`config.mk`:
```
export PLATFORM = sky130hd
export DESIGN_NAME = mw_serial_eeprom
export DESIGN_NICKNAME = d
export VERILOG_FILES = /design/src/rtl/mw_eeprom_pkg.sv /design/src/rtl/mw_pin_sampler.sv /design/src/rtl/mw_prog_timer.sv /design/src/rtl/mw_array.sv /design/src/rtl/mw_cmd_engine.sv /design/src/rtl/mw_serial_eeprom.sv
export SDC_FILE = /design/constraint.sdc
export NUM_CORES = 2
export LEC_CHECK = 0
export BUFFER_PORTS_ARGS = -buffer_cell sky130_fd_sc_hd__buf_2
export CAP_MARGIN = 20
export CELL_PAD_IN_SITES_DETAIL_PLACEMENT = 0
export CELL_PAD_IN_SITES_GLOBAL_PLACEMENT = 1
export CORE_MARGIN = 10
export CORE_UTILIZATION = 35
export DETAILED_ROUTE_END_ITERATION = 8
export HOLD_SLACK_MARGIN = 0.1
export PLACE_DENSITY_LB_ADDON = 0.08
export SLEW_MARGIN = 20
export SYNTH_ARGS = -nofsm -noshare
export SYNTH_HDL_FRONTEND = slang
export SYNTH_SLANG_ARGS = --single-unit
```
`constraint.sdc`:
```
create_clock -name clk -period 87.2 [get_ports clk]
set_input_delay 17.44 -clock clk [delete_from_list [all_inputs] [get_ports clk]]
set_output_delay 17.44 -clock clk [all_outputs]
set_load 0.02 [all_outputs]
```
`src/rtl/mw_eeprom_pkg.sv`:
```
package mw_eeprom_pkg;

  typedef enum logic [2:0] {
    ST_IDLE,
    ST_CMD,
    ST_DATA,
    ST_ARMED,
    ST_READ,
    ST_HOLD
  } eng_state_e;

  typedef enum logic [1:0] {
    PG_WRITE,
    PG_ERASE,
    PG_FILL,
    PG_CLEAR
  } prog_op_e;

  localparam logic [1:0] OPC_EXT   = 2'b00;
  localparam logic [1:0] OPC_WRITE = 2'b01;
  localparam logic [1:0] OPC_READ  = 2'b10;
  localparam logic [1:0] OPC_ERASE = 2'b11;

  localparam logic [1:0] EXT_LOCK   = 2'b00;
  localparam logic [1:0] EXT_FILL   = 2'b01;
  localparam logic [1:0] EXT_CLEAR  = 2'b10;
  localparam logic [1:0] EXT_UNLOCK = 2'b11;

endpackage

```
`src/rtl/mw_pin_sampler.sv`:
```
module mw_pin_sampler #(
  parameter int STAGES = 2
) (
  input  logic clk,
  input  logic rst_n,
  input  logic sel_pin,
  input  logic sclk_pin,
  input  logic sdi_pin,
  output logic sel_lvl,
  output logic sel_fall,
  output logic sclk_rise,
  output logic sdi_bit
);

  logic [STAGES-1:0][2:0] sync_q;
  logic                   sel_d_q;
  logic                   sclk_d_q;

  always_ff @(posedge clk or negedge rst_n) begin
    if (!rst_n) begin
      sync_q   <= '0;
      sel_d_q  <= 1'b0;
      sclk_d_q <= 1'b0;
    end else begin
      for (int i = STAGES - 1; i > 0; i--) begin
        sync_q[i] <= sync_q[i-1];
      end
      sync_q[0] <= {sel_pin, sclk_pin, sdi_pin};
      sel_d_q   <= sync_q[STAGES-1][2];
      sclk_d_q  <= sync_q[STAGES-1][1];
    end
  end

  assign sel_lvl   = sync_q[STAGES-1][2];
  assign sdi_bit   = sync_q[STAGES-1][0];
  assign sclk_rise = sync_q[STAGES-1][1] & ~sclk_d_q;
  assign sel_fall  = ~sync_q[STAGES-1][2] & sel_d_q;

endmodule

```
`src/rtl/mw_prog_timer.sv`:
```
module mw_prog_timer #(
  parameter int unsigned TICKS = 250000
) (
  input  logic clk,
  input  logic rst_n,
  input  logic start,
  output logic busy,
  output logic commit
);

  localparam int CNT_W = $clog2(TICKS + 1);

  logic [CNT_W-1:0] cnt_q;
  logic [CNT_W-1:0] cnt_d;

  always_comb begin
    cnt_d = cnt_q;
    if (cnt_q != '0) begin
      cnt_d = cnt_q - 1'b1;
    end else if (start) begin
      cnt_d = CNT_W'(TICKS);
    end
  end

  always_ff @(posedge clk or negedge rst_n) begin
    if (!rst_n) begin
      cnt_q <= '0;
    end else begin
      cnt_q <= cnt_d;
    end
  end

  assign busy   = (cnt_q != '0);
  assign commit = (cnt_q == CNT_W'(1));

endmodule

```
`src/rtl/mw_array.sv`:
```
module mw_array
  import mw_eeprom_pkg::*;
#(
  parameter int ABW = 7
) (
  input  logic           clk,
  input  logic           rst_n,
  input  logic           commit,
  input  prog_op_e       op,
  input  logic           wide,
  input  logic [ABW-1:0] addr,
  input  logic [15:0]    wdata,
  input  logic [ABW-1:0] rd_addr,
  input  logic           rd_wide,
  output logic [15:0]    rd_word
);

  localparam int NB = 1 << ABW;

  logic [NB-1:0][7:0] cells;

  for (genvar g = 0; g < NB; g++) begin : g_byte
    localparam logic [ABW-1:0] IDX = ABW'(g);
    logic       hit;
    logic [7:0] val;
    logic [7:0] cell_q;

    always_comb begin
      if (op == PG_FILL || op == PG_CLEAR) begin
        hit = 1'b1;
      end else if (wide) begin
        hit = (IDX[ABW-1:1] == addr[ABW-1:1]);
      end else begin
        hit = (IDX == addr);
      end
      if (op == PG_ERASE || op == PG_CLEAR) begin
        val = 8'hFF;
      end else if (wide && IDX[0]) begin
        val = wdata[15:8];
      end else begin
        val = wdata[7:0];
      end
    end

    always_ff @(posedge clk or negedge rst_n) begin
      if (!rst_n) begin
        cell_q <= 8'hFF;
      end else if (commit && hit) begin
        cell_q <= val;
      end
    end

    assign cells[g] = cell_q;
  end

  always_comb begin
    if (rd_wide) begin
      rd_word = {cells[{rd_addr[ABW-1:1], 1'b1}], cells[{rd_addr[ABW-1:1], 1'b0}]};
    end else begin
      rd_word = {cells[rd_addr], 8'h00};
    end
  end

endmodule

```
`src/rtl/mw_cmd_engine.sv`:
```
module mw_cmd_engine
  import mw_eeprom_pkg::*;
#(
  parameter int ADDR_W16 = 6
) (
  input  logic                clk,
  input  logic                rst_n,
  input  logic                sel_lvl,
  input  logic                sel_fall,
  input  logic                sclk_rise,
  input  logic                sdi_bit,
  input  logic                org_wide,
  input  logic                busy,
  input  logic [15:0]         rd_word,
  output logic                start,
  output prog_op_e            pend_op,
  output logic                pend_wide,
  output logic [ADDR_W16:0]   pend_addr,
  output logic [15:0]         pend_data,
  output logic [ADDR_W16:0]   rd_addr,
  output logic                wen,
  output logic                sdo,
  output logic                sdo_en
);

  localparam int ABW = ADDR_W16 + 1;
  localparam int CW  = ABW + 2;
  localparam int BCW = $clog2(((CW > 16) ? CW : 16) + 1);

  eng_state_e     state_q, state_d;
  logic [BCW-1:0] bcnt_q, bcnt_d;
  logic [CW-2:0]  cmd_q, cmd_d;
  logic           wide_q, wide_d;
  logic           wen_q, wen_d;
  logic           status_q, status_d;
  logic           rbit_q, rbit_d;
  logic [15:0]    rsh_q, rsh_d;
  logic [ABW-1:0] raddr_q, raddr_d;
  prog_op_e       pop_q, pop_d;
  logic [ABW-1:0] paddr_q, paddr_d;
  logic [15:0]    pdata_q, pdata_d;

  logic [CW-1:0]  full;
  logic [1:0]     op_w;
  logic [1:0]     ext_w;
  logic [ABW-1:0] addr_w;
  logic           cmd_last;
  logic [BCW-1:0] dw_last;

  always_comb begin
    full     = {cmd_q, sdi_bit};
    op_w     = wide_q ? full[ADDR_W16+1:ADDR_W16] : full[ADDR_W16+2:ADDR_W16+1];
    ext_w    = wide_q ? full[ADDR_W16-1:ADDR_W16-2] : full[ADDR_W16:ADDR_W16-1];
    addr_w   = wide_q ? {full[ADDR_W16-1:0], 1'b0} : full[ADDR_W16:0];
    cmd_last = (bcnt_q == (wide_q ? BCW'(CW - 2) : BCW'(CW - 1)));
    dw_last  = wide_q ? BCW'(15) : BCW'(7);
  end

  always_comb begin
    state_d  = state_q;
    bcnt_d   = bcnt_q;
    cmd_d    = cmd_q;
    wide_d   = wide_q;
    wen_d    = wen_q;
    status_d = status_q;
    rbit_d   = rbit_q;
    rsh_d    = rsh_q;
    raddr_d  = raddr_q;
    pop_d    = pop_q;
    paddr_d  = paddr_q;
    pdata_d  = pdata_q;
    start    = 1'b0;
    if (!busy) begin
      if (!sel_lvl) begin
        state_d = ST_IDLE;
        if (sel_fall) begin
          status_d = 1'b0;
          if (state_q == ST_ARMED && wen_q) begin
            start    = 1'b1;
            status_d = 1'b1;
          end
        end
      end else if (sclk_rise) begin
        unique case (state_q)
          ST_IDLE: begin
            if (sdi_bit) begin
              state_d  = ST_CMD;
              bcnt_d   = '0;
              wide_d   = org_wide;
              status_d = 1'b0;
            end
          end
          ST_CMD: begin
            cmd_d  = full[CW-2:0];
            bcnt_d = bcnt_q + 1'b1;
            if (cmd_last) begin
              bcnt_d = '0;
              unique case (op_w)
                OPC_READ: begin
                  state_d = ST_READ;
                  raddr_d = addr_w;
                  rbit_d  = 1'b0;
                end
                OPC_WRITE: begin
                  state_d = ST_DATA;
                  pop_d   = PG_WRITE;
                  paddr_d = addr_w;
                end
                OPC_ERASE: begin
                  state_d = ST_ARMED;
                  pop_d   = PG_ERASE;
                  paddr_d = addr_w;
                end
                default: begin
                  unique case (ext_w)
                    EXT_UNLOCK: begin
                      wen_d   = 1'b1;
                      state_d = ST_HOLD;
                    end
                    EXT_LOCK: begin
                      wen_d   = 1'b0;
                      state_d = ST_HOLD;
                    end
                    EXT_FILL: begin
                      pop_d   = PG_FILL;
                      state_d = ST_DATA;
                    end
                    default: begin
                      pop_d   = PG_CLEAR;
                      state_d = ST_ARMED;
                    end
                  endcase
                end
              endcase
            end
          end
          ST_DATA: begin
            pdata_d = {pdata_q[14:0], sdi_bit};
            bcnt_d  = bcnt_q + 1'b1;
            if (bcnt_q == dw_last) begin
              bcnt_d  = '0;
              state_d = ST_ARMED;
            end
          end
          ST_READ: begin
            if (bcnt_q == '0) begin
              rbit_d = rd_word[15];
              rsh_d  = {rd_word[14:0], 1'b0};
            end else begin
              rbit_d = rsh_q[15];
              rsh_d  = {rsh_q[14:0], 1'b0};
            end
            if (bcnt_q == dw_last) begin
              bcnt_d  = '0;
              raddr_d = raddr_q + (wide_q ? ABW'(2) : ABW'(1));
            end else begin
              bcnt_d = bcnt_q + 1'b1;
            end
          end
          default: ;
        endcase
      end
    end
  end

  always_ff @(posedge clk or negedge rst_n) begin
    if (!rst_n) begin
      state_q  <= ST_IDLE;
      bcnt_q   <= '0;
      cmd_q    <= '0;
      wide_q   <= 1'b0;
      wen_q    <= 1'b0;
      status_q <= 1'b0;
      rbit_q   <= 1'b0;
      rsh_q    <= '0;
      raddr_q  <= '0;
      pop_q    <= PG_WRITE;
      paddr_q  <= '0;
      pdata_q  <= '0;
    end else begin
      state_q  <= state_d;
      bcnt_q   <= bcnt_d;
      cmd_q    <= cmd_d;
      wide_q   <= wide_d;
      wen_q    <= wen_d;
      status_q <= status_d;
      rbit_q   <= rbit_d;
      rsh_q    <= rsh_d;
      raddr_q  <= raddr_d;
      pop_q    <= pop_d;
      paddr_q  <= paddr_d;
      pdata_q  <= pdata_d;
    end
  end

  assign pend_op   = pop_q;
  assign pend_wide = wide_q;
  assign pend_addr = paddr_q;
  assign pend_data = pdata_q;
  assign rd_addr   = raddr_q;
  assign wen       = wen_q;
  assign sdo       = status_q ? ~busy : rbit_q;
  assign sdo_en    = sel_lvl && (status_q || state_q == ST_READ);

endmodule

```
`src/rtl/mw_serial_eeprom.sv`:
```
module mw_serial_eeprom
  import mw_eeprom_pkg::*;
#(
  parameter int          ADDR_W16    = 6,
  parameter int unsigned PROG_TICKS  = 250000,
  parameter int          SYNC_STAGES = 2
) (
  input  logic clk,
  input  logic rst_n,
  input  logic sel,
  input  logic sclk,
  input  logic sdi,
  input  logic org_wide,
  output logic sdo,
  output logic sdo_en
);

  localparam int ABW = ADDR_W16 + 1;

  logic [1:0]     rst_sync_q;
  logic           rst_int_n;
  logic           sel_lvl, sel_fall, sclk_rise, sdi_bit;
  logic           busy, commit, prog_start, wen;
  prog_op_e       pend_op;
  logic           pend_wide;
  logic [ABW-1:0] pend_addr, rd_addr;
  logic [15:0]    pend_data, rd_word;

  always_ff @(posedge clk or negedge rst_n) begin
    if (!rst_n) begin
      rst_sync_q <= 2'b00;
    end else begin
      rst_sync_q <= {rst_sync_q[0], 1'b1};
    end
  end
  assign rst_int_n = rst_sync_q[1];

  mw_pin_sampler #(.STAGES(SYNC_STAGES)) u_pins (
    .clk      (clk),
    .rst_n    (rst_int_n),
    .sel_pin  (sel),
    .sclk_pin (sclk),
    .sdi_pin  (sdi),
    .sel_lvl  (sel_lvl),
    .sel_fall (sel_fall),
    .sclk_rise(sclk_rise),
    .sdi_bit  (sdi_bit)
  );

  mw_cmd_engine #(.ADDR_W16(ADDR_W16)) u_engine (
    .clk      (clk),
    .rst_n    (rst_int_n),
    .sel_lvl  (sel_lvl),
    .sel_fall (sel_fall),
    .sclk_rise(sclk_rise),
    .sdi_bit  (sdi_bit),
    .org_wide (org_wide),
    .busy     (busy),
    .rd_word  (rd_word),
    .start    (prog_start),
    .pend_op  (pend_op),
    .pend_wide(pend_wide),
    .pend_addr(pend_addr),
    .pend_data(pend_data),
    .rd_addr  (rd_addr),
    .wen      (wen),
    .sdo      (sdo),
    .sdo_en   (sdo_en)
  );

  mw_prog_timer #(.TICKS(PROG_TICKS)) u_timer (
    .clk   (clk),
    .rst_n (rst_int_n),
    .start (prog_start),
    .busy  (busy),
    .commit(commit)
  );

  mw_array #(.ABW(ABW)) u_array (
    .clk    (clk),
    .rst_n  (rst_int_n),
    .commit (commit),
    .op     (pend_op),
    .wide   (pend_wide),
    .addr   (pend_addr),
    .wdata  (pend_data),
    .rd_addr(rd_addr),
    .rd_wide(pend_wide),
    .rd_word(rd_word)
  );

endmodule

```
* After elaboration in Yosys (flattened, before gate mapping)
Cells that the tools add are included.
Word-level totals: bits in registers 1120, input port bits 6
Cells by class: add/sub/neg operators 3, order comparisons 3, equality and inequality tests 217, multiplexer cells 308, bitwise logic cells 7, reduce and logical (&&, ||, !) cells 160
Operators by type and width (number):
- == test 7 bit, first input constant | 64
- two-way mux 1 bit | 269
- == test 6 x 7 -> 1 bit, first input constant | 32
- == test 6 bit, first input constant | 32
- logical AND 1 bit | 130
- == test 5 x 7 -> 1 bit, first input constant | 16
- binary-select mux 8 bit (select 6 bit) | 2
- == test 5 x 6 -> 1 bit, first input constant | 16
- binary-select mux 8 bit (select 7 bit) | 1
- == test 4 x 7 -> 1 bit, first input constant | 8
- == test 4 x 6 -> 1 bit, first input constant | 8
- two-way mux 8 bit | 6
- two-way mux 18 bit | 2
- two-way mux 16 bit | 2
- == test 3 x 7 -> 1 bit, first input constant | 4
- two-way mux 7 bit | 4
- == test 3 x 6 -> 1 bit, first input constant | 4
- less-than comparator 7 x 8 -> 1 bit, second input constant | 3
- AND reduction 7 bit | 3
- == test 18 x 1 -> 1 bit, second input constant | 1
- case mux 3 bit (3 select lines) | 2
- AND reduction 6 bit | 3
- nonzero test 18 bit | 1
- subtractor 18 x 1 -> 18 bit, second input constant | 1
- 42 further kinds | 84

* Longest topological paths before layout
word-level depth 9, mapped depth 14, mapped depth without buffers 8

* Hierarchy
From an unflattened synthesis, not the netlist that was laid out.
Unflattened totals: cell total of the unflattened synthesis 5397, area total of the unflattened synthesis 61039.8 um^2
By module, submodules not included:
- mw_array | instances 1, cells each 4957, area an instance 56190.1 um^2, sequential area each 26905.8 um^2
- mw_cmd_engine | instances 1, cells each 328, area an instance 3563.4 um^2, sequential area each 1676.6 um^2
- mw_prog_timer | instances 1, cells each 99, area an instance 1004.7 um^2, sequential area each 450.4 um^2
- mw_pin_sampler | instances 1, cells each 10, area an instance 227.7 um^2, sequential area each 200.2 um^2
- mw_serial_eeprom | instances 1, cells each 3, area an instance 53.8 um^2, sequential area each 50.0 um^2

* Least setup slack after synthesis
No wires, ideal clock.
path kind register -> output, from register u_timer.cnt_q[8], to output port sdo, data arrival time 2.148 ns, data required time 69.760 ns, setup slack 67.612 ns, stages on the path, launching flop included 6, path buffers 1, cells stage by stage dfrtp_1 -> or3_4 -> or4_4 -> nor3_1 -> clkbuf_1 -> mux2_2
On the way: cells in the longest elaborated chain, start to end 3
Ends and longest elaborated chain:
- from (decl) | RTL line mw_prog_timer.sv:13 | logic [CNT_W-1:0] cnt_q;
- from (signal assigned) | RTL line mw_prog_timer.sv:29 | cnt_q <= cnt_d;
- nonzero test 18 bit | RTL line mw_prog_timer.sv:33 | assign busy = (cnt_q != '0);
- inverter 1 bit (no source line)
- two-way mux 1 bit | RTL line mw_cmd_engine.sv:202 | assign sdo = status_q ? ~busy : rbit_q;
- to (decl) | RTL line mw_serial_eeprom.sv:14 | output logic sdo,
No other way between the ends.

* Worst setup path in the final report
Same ends and word-level chain as after synthesis.

==> flow_summary.json <==
{
  "status": "finished clean",
  "grt_use_total_pct": 23.8,
  "reg2reg_depth": 11,
  "grt_max_degree": 160,
  "setup.worst_path.start_class": "flop",
  "end_kind": "output port",
  "cts_post_setup_buffers_inserted": 0,
  "grt_setup_unrepaired": "false",
  "critical_path_type": "flop to output port",
  "report.final.slew_viol_count": 0,
  "yosys_register_bits": 1119,
  "synth.yosys.warnings": 0,
  "final_setup_violations": 0,
  "design.core.area_um2": 172000,
  "cts_root_buffer": "clkbuf_16",
  "dr_wl_met2_mm": 106,
  "clock_slew_at_the_register_clock_pins_of_the_worst_setup_and_hold_paths_ns": 0.06,
  "insertion_delay_ns": 0.81,
  "maxSlewHeadroom_pct": 13.9,
  "drt-total-wl_mm": 232,
  "internal_power_uw": 892,
  "grt_pass1_wl_mm": 333,
  "worst_pin_slew_ns": 1.28,
  "drc_errors": 0,
  "startpoint_of_the_most_critical_register_to_register_path": "u_engine.rd_addr[1]$_DFFE_PN0P_",
  "cts_tree": "done",
  "yosysSeqAreaShare_pct": 48.3,
  "layout.area.seq_um2": 29300,
  "synth_top_cells_by_count": "a21oi_1, nor2_1, dfstp_2, mux4_2, nand2_1",
  "finalWorstPathRequiredPeriod_ns": 20.83,
  "timing.critical_path.arrival_ns": 3.39,
  "p_sw_share_pct": 24.0,
  "grt_pass1_vias": 42622,
  "holdBufCountCts": 0,
  "power_leakage_uw": 0.0235,
  "initial_antenna_violation_count": 11,
  "detail_routed_via_count_per_cell": 5.69,
  "cts_buffers": 139,
  "fp.dieArea_um2": 190000,
  "fin_setup_tns_ns": 0,
  "place.gp.congestion": 0.894,
  "global_route.overflow_total": 0,
  "n_fill_cell": 16840,
  "critical_path.max_fanout": 13,
  "die_width_um": 436,
  "synthToLayoutAreaGrowth_pct": 10.1,
  "synth_top_area_share_pct": 44.4,
  "final_layout_size_suffix_gt1_share_pct": 39.4,
  "m1WireLength_mm": 106,
  "number_of_nets_at_the_end_of_the_flow": 5186,
  "dieHeight_um": 436,
  "num_io_pins": 8,
  "synth-async-reset-ratio_pct": 100,
  "dr.max_layer_used": "met5",
  "whs_path_depth": 0,
  "period_utilization_post_route_pct": 23.9,
  "post_synth_inst_count": 5363,
  "ctsResizeCount": 0,
  "post_synth_instance_area_um2": 60600,
  "firstDrtPassIters": 5,
  "finClkSkew_ns": 0.0404,
  "syn-num-nets": 5379,
  "power_frac_seq_pct": 45.4,
  "power.share.combinational_pct": 4.0,
  "net-switching-power_uw": 281,
  "post_synthesis_average_cell_area_um2": 11.3,
  "most_repeated_cell_in_the_gate_level_netlist_after_synthesis": "a21oi_1",
  "synth_edf_count": 0,
  "maxCapViolations": 0,
  "synth_cell_types": 83,
  "std_cell_rows": 152,
  "buffer_ports.inserted": 7,
  "worst_ir_drop_vdd_mv": 0.0197,
  "clock_path_buffers": 3,
  "power_density_nw_per_um2": 17.6,
  "dr_wl_met3_mm": 12.5,
  "wl_per_cell_um": 30.5,
  "route.vias.total": 43160,
  "max_freq_ghz": 0.0480,
  "hpwlAfterDp_mm": 157,
  "post_synth_main_area_contributors": "dfstp_2, mux4_2, a21oi_1",
  "drt.antenna.violating_nets": 0,
  "critPathRequiredTime_ns": 69.76,
  "htreeDepth": 4,
  "synth_top_cell_by_area": "dfstp_2",
  "hold_path_startpoint": "rst_sync_q[0]$_DFF_PN0_",
  "worst_hold_path_type": "flop to flop",
  "initial_core_util_pct": 35.3,
  "timing.final.hold_violations": 0,
  "numClockSinks": 1119,
  "clkPwrFrac_pct": 50.6,
  "ys.flop_type": "dfstp_2",
  "first_iter_violations": 3940,
  "multi_input_comb_area_um2": 28800,
  "final_util_pct": 38.8,
  "timing.critical_path.from": "u_timer.cnt_q[8]$_DFFE_PN0P_"
}
path summary, 6_finish.rpt:
check                      slack [ns]                                  endpoint
max                             66.37                                       sdo
min                              0.35                   rst_sync_q[1]$_DFF_PN0_
max reg2reg                     80.51               u_engine.rbit_q$_DFFE_PN0P_
min reg2reg                      0.35                   rst_sync_q[1]$_DFF_PN0_
max in group asynchronous       70.67                   rst_sync_q[1]$_DFF_PN0_
min in group asynchronous        0.73  u_array.g_byte[71].cell_q[2]$_DFFE_PN1P_
final cells by class:
cell class | count | area share [%]
Timing Repair Buffer | 132 | 1.58
Antenna cell | 2 | 0.00750
Clock buffer | 207 | 6.33
Inverter | 16 | 0.0937
Sequential cell | 1119 | 43.9
Multi-Input combinational cell | 3762 | 43.1
Clock inverter | 37 | 0.604
Tap cell | 2310 | 4.33
cell usage in the layout (no fill, tap or decap), types with 29 or more instances in the layout:
master	Yosys	layout
clkbuf_1	178	29
nand2b_1	29	29
a21oi_4	120	121
nor2b_1	45	45
mux2_2	60	60
o21ai_0	51	51
mux4_2	468	468
dfrtp_1	95	85
mux2i_1	99	99
clkbuf_16	0	148
dfstp_2	1024	1024
nor3_1	59	54
o22ai_1	34	34
a22oi_1	38	38
nand2_1	215	215
buf_4	154	118
a21oi_1	1161	1161
nor2_1	1119	1111
clkbuf_8	0	30
through the flow:
step / total power, uW / std cells / hold slack, ns / setup WS (ns) / cell area (um2)
6_report: 1170 / 7585 / 0.346 / 66.37 / 66700
5_1_grt: 1210 / 7583 / 0.358 / 66.02 / 66700
4_1_cts: 1190 / 7583 / 0.349 / 66.26 / 66700
3_5_place_dp: 586 / 7339 / 0.336 / 67.15 / 62100
3_3_place_gp: 586 / 7335 / 0.333 / 67.17 / 62000
2_1_floorplan: 563 / 5363 / 0.331 / 55.49 / 60600
power groups by stage:
stage                     Clock (uW)  Sequential [uW]  Combinational (uW)
after global placement             0              540                46.5
final                            594              533                46.6
after CTS                        610              533                46.6
after global routing             631              533                50.2
after detailed placement           0              540                46.5
after floorplan                    0              540                22.4
cells by family (layout without fill, tap and decap cells):
family / after synthesis / count (layout) / synth area share (%)
AO/OA/AOI/OAI: 1534 / 1534 / 15.8
XOR/XNOR: 9 / 9 / 0.130
adder cells (fa/ha/maj): 10 / 10 / 0.219
buffers and inverters: 482 / 392 / 4.58
flip-flops: 1119 / 1119 / 48.3
multiplexers: 631 / 631 / 20.2
other: 1 / 3 / 0.00619
AND/OR/NAND/NOR: 1577 / 1577 / 10.8
state kept, by name, summed over array words and instances (netlist names), 3 cells and up:
register               cells
u_array.g_byte.cell_q   1024
u_engine.bcnt_q            5
u_engine.cmd_q             8
u_engine.pend_addr         7
u_engine.pend_data        16
u_engine.rd_addr           7
u_engine.rsh_q            15
u_engine.state_q           3
u_pins.sync_q              4
u_timer.cnt_q             18
metal layers:
metal | vias to the layer above | track usage [%]
li1 | 19066 | -
met1 | 22580 | 34.1
met2 | 1217 | 37.0
met3 | 295 | 3.88
met4 | 2 | 7.08
met5 | - | 0
worst max-delay path: stages (launching register included):
cell and delay [ns]:
dfrtp_1 0.41, or3_4 0.40, or4_4 0.58, nor3_2 0.66, mux2_2 0.35, buf_2 0.19
(Power assumes the default switching activity.)
